`config.mk`:
```
export PLATFORM = sky130hd
export DESIGN_NAME = dev_irq_gate
export DESIGN_NICKNAME = d
export VERILOG_FILES = /design/src/rtl/irqg_pkg.sv /design/src/rtl/irqg_flags.sv /design/src/rtl/irqg_ctrl.sv /design/src/rtl/irqg_gate.sv /design/src/rtl/dev_irq_gate.sv
export SDC_FILE = /design/constraint.sdc
export NUM_CORES = 1
export LEC_CHECK = 0
export BUFFER_PORTS_ARGS = -buffer_cell sky130_fd_sc_hd__buf_2
export CORE_AREA = 5 5 42 44
export DETAILED_ROUTE_END_ITERATION = 10
export DIE_AREA = 0 0 47 49
export GPL_ROUTABILITY_DRIVEN = 0
export PLACE_DENSITY_LB_ADDON = 0.3
export SLEW_MARGIN = 10
export SYNTH_ARGS = -nofsm -noshare
export SYNTH_HDL_FRONTEND = slang
export SYNTH_SLANG_ARGS = --single-unit
```
`constraint.sdc`:
```
create_clock -name clk -period 2.09 [get_ports clk]
set_clock_uncertainty 0.05 [all_clocks]
set_input_delay 0.418 -clock clk [delete_from_list [all_inputs] [get_ports clk]]
set_output_delay 0.418 -clock clk [all_outputs]
set_load 0.02 [all_outputs]
```
`src/rtl/irqg_pkg.sv`:
```
package irqg_pkg;
  localparam int ADDR_W = 2;
  localparam int NSRC   = 2;
  localparam int SRC_RX = 0;
  localparam int SRC_TX = 1;

  typedef enum logic [ADDR_W-1:0] {
    REG_DATA = 2'd0,
    REG_STAT = 2'd1,
    REG_CTRL = 2'd2
  } reg_addr_e;
endpackage

```
`src/rtl/irqg_flags.sv`:
```
module irqg_flags
  import irqg_pkg::*;
(
  input  logic            clk,
  input  logic            rst_n,
  input  logic            rx_event,
  input  logic            rx_taken,
  input  logic            tx_space,
  output logic [NSRC-1:0] flags
);
  logic rx_flag_q;
  logic tx_flag_q;

  // a new event wins over a simultaneous read of the data register
  always_ff @(posedge clk or negedge rst_n) begin
    if (!rst_n)        rx_flag_q <= 1'b0;
    else if (rx_event) rx_flag_q <= 1'b1;
    else if (rx_taken) rx_flag_q <= 1'b0;
  end

  always_ff @(posedge clk or negedge rst_n) begin
    if (!rst_n) tx_flag_q <= 1'b0;
    else        tx_flag_q <= tx_space;
  end

  assign flags[SRC_RX] = rx_flag_q;
  assign flags[SRC_TX] = tx_flag_q;

  AST_RX_SET: assert property (@(posedge clk) disable iff (!rst_n) rx_event |=> flags[SRC_RX]);
  AST_RX_CLEAR: assert property (@(posedge clk) disable iff (!rst_n) (rx_taken && !rx_event) |=> !flags[SRC_RX]);
  AST_RX_HOLD: assert property (@(posedge clk) disable iff (!rst_n) (flags[SRC_RX] && !rx_taken) |=> flags[SRC_RX]);
  AST_TX_TRACK: assert property (@(posedge clk) disable iff (!rst_n) 1'b1 |=> (flags[SRC_TX] == $past(tx_space)));
endmodule

```
`src/rtl/irqg_ctrl.sv`:
```
module irqg_ctrl
  import irqg_pkg::*;
#(
  parameter int DATA_W = 8
) (
  input  logic              clk,
  input  logic              rst_n,
  input  logic              wr_ctrl,
  input  logic [DATA_W-1:0] wdata,
  output logic [NSRC-1:0]   enables
);
  logic [NSRC-1:0] en_q;

  always_ff @(posedge clk or negedge rst_n) begin
    if (!rst_n)       en_q <= '0;
    else if (wr_ctrl) en_q <= wdata[NSRC-1:0];
  end

  assign enables = en_q;

  AST_EN_STABLE: assert property (@(posedge clk) disable iff (!rst_n) !wr_ctrl |=> $stable(enables));
endmodule

```
`src/rtl/irqg_gate.sv`:
```
module irqg_gate
  import irqg_pkg::*;
(
  input  logic            clk,
  input  logic            rst_n,
  input  logic [NSRC-1:0] flags,
  input  logic [NSRC-1:0] enables,
  input  logic            global_en,
  output logic            req
);
  logic [NSRC-1:0] term;

  for (genvar g = 0; g < NSRC; g++) begin : g_src
    assign term[g] = flags[g] & enables[g];
  end

  assign req = global_en & (|term);

  AST_REQ_NEEDS_GIE: assert property (@(posedge clk) disable iff (!rst_n) req |-> global_en);
  AST_REQ_HAS_CAUSE: assert property (@(posedge clk) disable iff (!rst_n) req |-> ((flags & enables) != '0));
endmodule

```
`src/rtl/dev_irq_gate.sv`:
```
module dev_irq_gate
  import irqg_pkg::*;
#(
  parameter int DATA_W = 8
) (
  input  logic              clk,
  input  logic              rst_n,
  input  logic              rx_event,
  input  logic [DATA_W-1:0] rx_byte,
  input  logic              tx_space,
  input  logic              cpu_ie,
  input  logic              bus_sel,
  input  logic              bus_wr,
  input  logic [ADDR_W-1:0] bus_addr,
  input  logic [DATA_W-1:0] bus_wdata,
  output logic [DATA_W-1:0] bus_rdata,
  output logic              irq_req
);
  localparam int PAD_W = DATA_W - NSRC;

  logic            rd_data;
  logic            wr_ctrl;
  logic [NSRC-1:0] flags;
  logic [NSRC-1:0] enables;

  assign rd_data = bus_sel & ~bus_wr & (bus_addr == REG_DATA);
  assign wr_ctrl = bus_sel &  bus_wr & (bus_addr == REG_CTRL);

  irqg_flags u_flags (
    .clk      (clk),
    .rst_n    (rst_n),
    .rx_event (rx_event),
    .rx_taken (rd_data),
    .tx_space (tx_space),
    .flags    (flags)
  );

  irqg_ctrl #(.DATA_W(DATA_W)) u_ctrl (
    .clk     (clk),
    .rst_n   (rst_n),
    .wr_ctrl (wr_ctrl),
    .wdata   (bus_wdata),
    .enables (enables)
  );

  irqg_gate u_gate (
    .clk       (clk),
    .rst_n     (rst_n),
    .flags     (flags),
    .enables   (enables),
    .global_en (cpu_ie),
    .req       (irq_req)
  );

  always_comb begin
    unique case (bus_addr)
      REG_DATA: bus_rdata = rx_byte;
      REG_STAT: bus_rdata = {{PAD_W{1'b0}}, flags};
      REG_CTRL: bus_rdata = {{PAD_W{1'b0}}, enables};
      default:  bus_rdata = '0;
    endcase
  end

  AST_STATUS_READ_KEEPS: assert property (@(posedge clk) disable iff (!rst_n)
    (bus_sel && !bus_wr && bus_addr == REG_STAT && !rx_event && flags[SRC_RX]) |=> flags[SRC_RX]);
  AST_CTRL_WRITE_LOADS: assert property (@(posedge clk) disable iff (!rst_n)
    wr_ctrl |=> (enables == $past(bus_wdata[NSRC-1:0])));
endmodule

```
Word-level counts from Yosys, hierarchy flattened
Index checks and enable logic that the tools add are counted.
{"block": "word_totals", "reg_bits": 4, "elab_cells": 19}
{"block": "classes", "n_eq_ne": 2, "n_mux": 3, "n_bitwise": 8, "n_reduce_logical": 3}
{"cell": "$pmux 8 s3", "n": 1}
{"cell": "$and 1x1->1", "n": 7}
{"cell": "$eq 2x1->1 const B", "n": 1}
{"cell": "$eq 2x2->1 const B", "n": 1}
{"cell": "$logic_not 2->1", "n": 1}
{"cell": "$mux 1", "n": 2}
{"cell": "$reduce_bool 2->1", "n": 1}
{"cell": "$reduce_or 2->1", "n": 1}
{"cell": "$not 1->1", "n": 1}

Logic depth before layout (Yosys ltp)
{"block": "depth", "depth_word": 5, "ltp_mapped": 2, "ltp_nobuf": 2}

Hierarchy
A second synthesis with hierarchy kept.
{"block": "hier_totals", "cells_unflattened": 26, "area_unflattened_um2": 265.3}
{"mod": "dev_irq_gate", "instances": 1, "cells_per_inst": 14, "area_per_inst_um2": 102.6, "seq_area_each_um2": 0.0}
{"mod": "irqg_flags", "instances": 1, "cells_per_inst": 6, "area_per_inst_um2": 76.3, "seq_area_each_um2": 50.0}
{"mod": "irqg_ctrl", "instances": 1, "cells_per_inst": 4, "area_per_inst_um2": 72.6, "seq_area_each_um2": 50.0}
{"mod": "irqg_gate", "instances": 1, "cells_per_inst": 2, "area_per_inst_um2": 13.8, "seq_area_each_um2": 0.0}

Worst setup path before layout
Ideal clock, no wire load.
{"block": "synth_timing", "path_type": "input port to output port", "from": "input bus_addr[0]", "to": "output bus_rdata[0]", "arrival_time_ps": 881, "required_time_ps": 1622, "path_slack_ps": 741, "stages": 2, "cell_sequence": "mux2i_1 > o2bb2ai_1"}
{"block": "synth_between", "elab_chain_len": 2, "elab_cells_between_ends": 4}
{"element": "start, declared", "line": "dev_irq_gate.sv:14", "text": "input logic [ADDR_W-1:0] bus_addr,"}
{"element": "$eq 2x2->1, or another cell as far along", "line": "dev_irq_gate.sv:56", "text": "unique case (bus_addr)"}
{"element": "$pmux 8 s3 (*)", "line": "dev_irq_gate.sv:56"}
{"element": "end, declared", "line": "dev_irq_gate.sv:16", "text": "output logic [DATA_W-1:0] bus_rdata,"}
Mark *: on every way between the ends. The rest lies on a longest branch, timed or not.

Final worst setup path
{"block": "layout_timing", "from": "input bus_addr[1]", "to": "output bus_rdata[6]"}
Same word-level chain as after synthesis.

==> impl_metrics.json <==
{
  "r2r_start": "u_ctrl.enables[0]",
  "synth_top_area_share": 0.400,
  "drtAntennaViolNets": 0,
  "worstSetupPathType": "in2out",
  "stdcell_count": 70,
  "cts.sink_count": 4,
  "post-route-min-period_ns": 1.56,
  "drt_iter0_drc": 0,
  "reg2reg_depth": 1,
  "cts_buffers": 3,
  "cp-end-kind": "primary output",
  "hpwl_um": 657,
  "grt_pass1_wl_um": 1010,
  "power.density_nw_per_um2": 600,
  "slowest_delay_ns": 0.22,
  "drt-total-wl_um": 734,
  "layout_common_cells": "buf_2 (27), and2_1 (6), dfrtp_1 (4)",
  "grt_max_degree": 7,
  "crit_top_cell": "buf_2",
  "hold_ws_ns": 0.242,
  "vias_per_cell": 4.17,
  "die_area_um2": 2300,
  "finalSetupViolCount": 0,
  "crit_chain": "buf_2 > nor2_1 > and2_1 > buf_2",
  "yosys_warnings": 0,
  "p_leak_uw": 0.000237,
  "post-route-util": 0.313,
  "finalCritPeriodShare": 0.746,
  "critPathLaunchType": "primary input",
  "hold_depth": 1,
  "vias": 292,
  "cts_max_level": 1,
  "fp.dieW_um": 47,
  "regToRegSetupSlack_ns": 1.27,
  "cp_slowest_cell": "nor2_1",
  "synth_nets": 48,
  "num_io_pins": 34,
  "n_antenna_cell": 0,
  "crit_fanout": 6,
  "maxSlewViolCount": 0,
  "grt_overflow": 0,
  "synth_area_um2": 250,
  "cts_buffer_depth": 2,
  "antenna_found_initial": 0,
  "drive_gt1_frac": 0.611,
  "crit_buf_inv": 2,
  "port_buffers": 27,
  "drc": 0,
  "die_height_um": 49,
  "status": "finished clean",
  "drt-pass1-iter-count": 1,
  "cp_data_required_time_ns": 1.62,
  "core_area_um2": 1400,
  "yosysTopAreaCell": "dfrtp_1",
  "worstReg2RegEnd": "u_ctrl.enables[0]",
  "insertion_delay_ns": 0.23,
  "grt_usage": 0.0622,
  "power.total_uw": 263,
  "avgSynthCellArea_um2": 10.9,
  "max_freq_mhz": 641,
  "final_common_cell": "buf_2",
  "max_cap_violations": 0,
  "root_buffer": "clkbuf_4",
  "rsz0062_at_grt": "no",
  "hold_path_end": "u_flags.tx_flag_q",
  "tightest_slew_ns": 0.237,
  "critPathTopFamily": "simple AND/OR/NAND/NOR gates",
  "cts.clk_slew.worst_paths_ns": 0.04,
  "peakVddDrop_uv": 278,
  "hp-class": "in2reg",
  "arrival_ns": 1.09,
  "ys_seq_area_frac": 0.400,
  "dp.cells": 66,
  "finalHoldViolCount": 0,
  "nNetsFinal": 81,
  "synth.distinct_cells": 12,
  "ys_seq_elements": 4,
  "fin_tns_setup_ns": 0,
  "synthCells": 23,
  "ctsResizeCount": 0,
  "slew_headroom": 0.841,
  "syn_to_final_growth_pct": 75.0,
  "cts_setup_buffers": 0,
  "hp-start": "tx_space",
  "cts_tree": "yes",
  "grt_pass1_vias": 270,
  "rows": 14,
  "netlist_top_cells_area": "dfrtp_1 (40%), and2_1 (15%), mux2_2 (9.0%)",
  "wire_per_inst_um": 10.5,
  "start_util": 0.179
}
## layout make-up
cell class                      count  area (um2)
Timing Repair Buffer               28         145
Clock buffer                        3        22.5
Sequential cell                     4         100
Fill cell                         148         963
Tap cell                           16        20.0
Multi-Input combinational cell     19         150
## what timing repair did
item,in CTS,in global routing
setup endpoints to repair,0,0
hold buffers,1,0
hold endpoints to repair,4,0
## registers in the layout, indices dropped and copies added, names as in the netlist
name / cells
u_ctrl.enables: 2
u_flags.rx_flag_q: 1
u_flags.tx_flag_q: 1
## how the worst max path moves through the flow
| stage | start | endpoint | slack [ns] | cells past startpoint |
|---|---|---|---|---|
| floorplan | bus_addr[0] | bus_rdata[0] | 0.74 | 2 |
| global placement | bus_addr[1] | bus_rdata[6] | 0.52 | 4 |
| detailed placement | bus_addr[1] | bus_rdata[6] | 0.51 | 4 |
| CTS | bus_addr[1] | bus_rdata[6] | 0.51 | 4 |
| global route | bus_addr[1] | bus_rdata[2] | 0.45 | 4 |
| finish | bus_addr[1] | bus_rdata[6] | 0.53 | 4 |
## through the flow
step | cell area [um2] | setup slack, ns
floorplan | 250 | 0.741
global placement | 405 | 0.519
detailed placement | 405 | 0.510
CTS | 438 | 0.508
global route | 438 | 0.452
finish | 438 | 0.530
## per-layer routing
metal | share of wire | vias up | track usage
li1 | - | 147 | -
met1 | 0.38 | 116 | 0.0690
met2 | 0.34 | 27 | 0.0814
met3 | 0.25 | 2 | 0.0221
met4 | 0.030 | 0 | 0.0691
met5 | 0 | - | 0
## logic make-up (layout without fill, tap and decap cells)
kind of cell	after synthesis	count (layout)	share of synthesized area
DFF	4	4	0.400
muxes	4	4	0.170
buffers and inverters	0	31	0
and+or+nand+nor	11	11	0.300
AOI/OAI and AO/OA	4	4	0.130
## cell usage after synthesis
cell type,count
and2_1,6
dfrtp_1,4
mux2_2,2
mux2i_1,2
o2bb2ai_1,2
a21o_1,1
a22oi_1,1
and2b_2,1
nand4b_1,1
nor2_1,1
nor2b_1,1
or4b_1,1
## power by group
part / internal [uW] / switching [uW]
clock: 64.0 / 28.2
combinational: 38.5 / 35.5
sequential: 88.3 / 8.26
No activity file was read; power rests on OpenSTA's default activity.
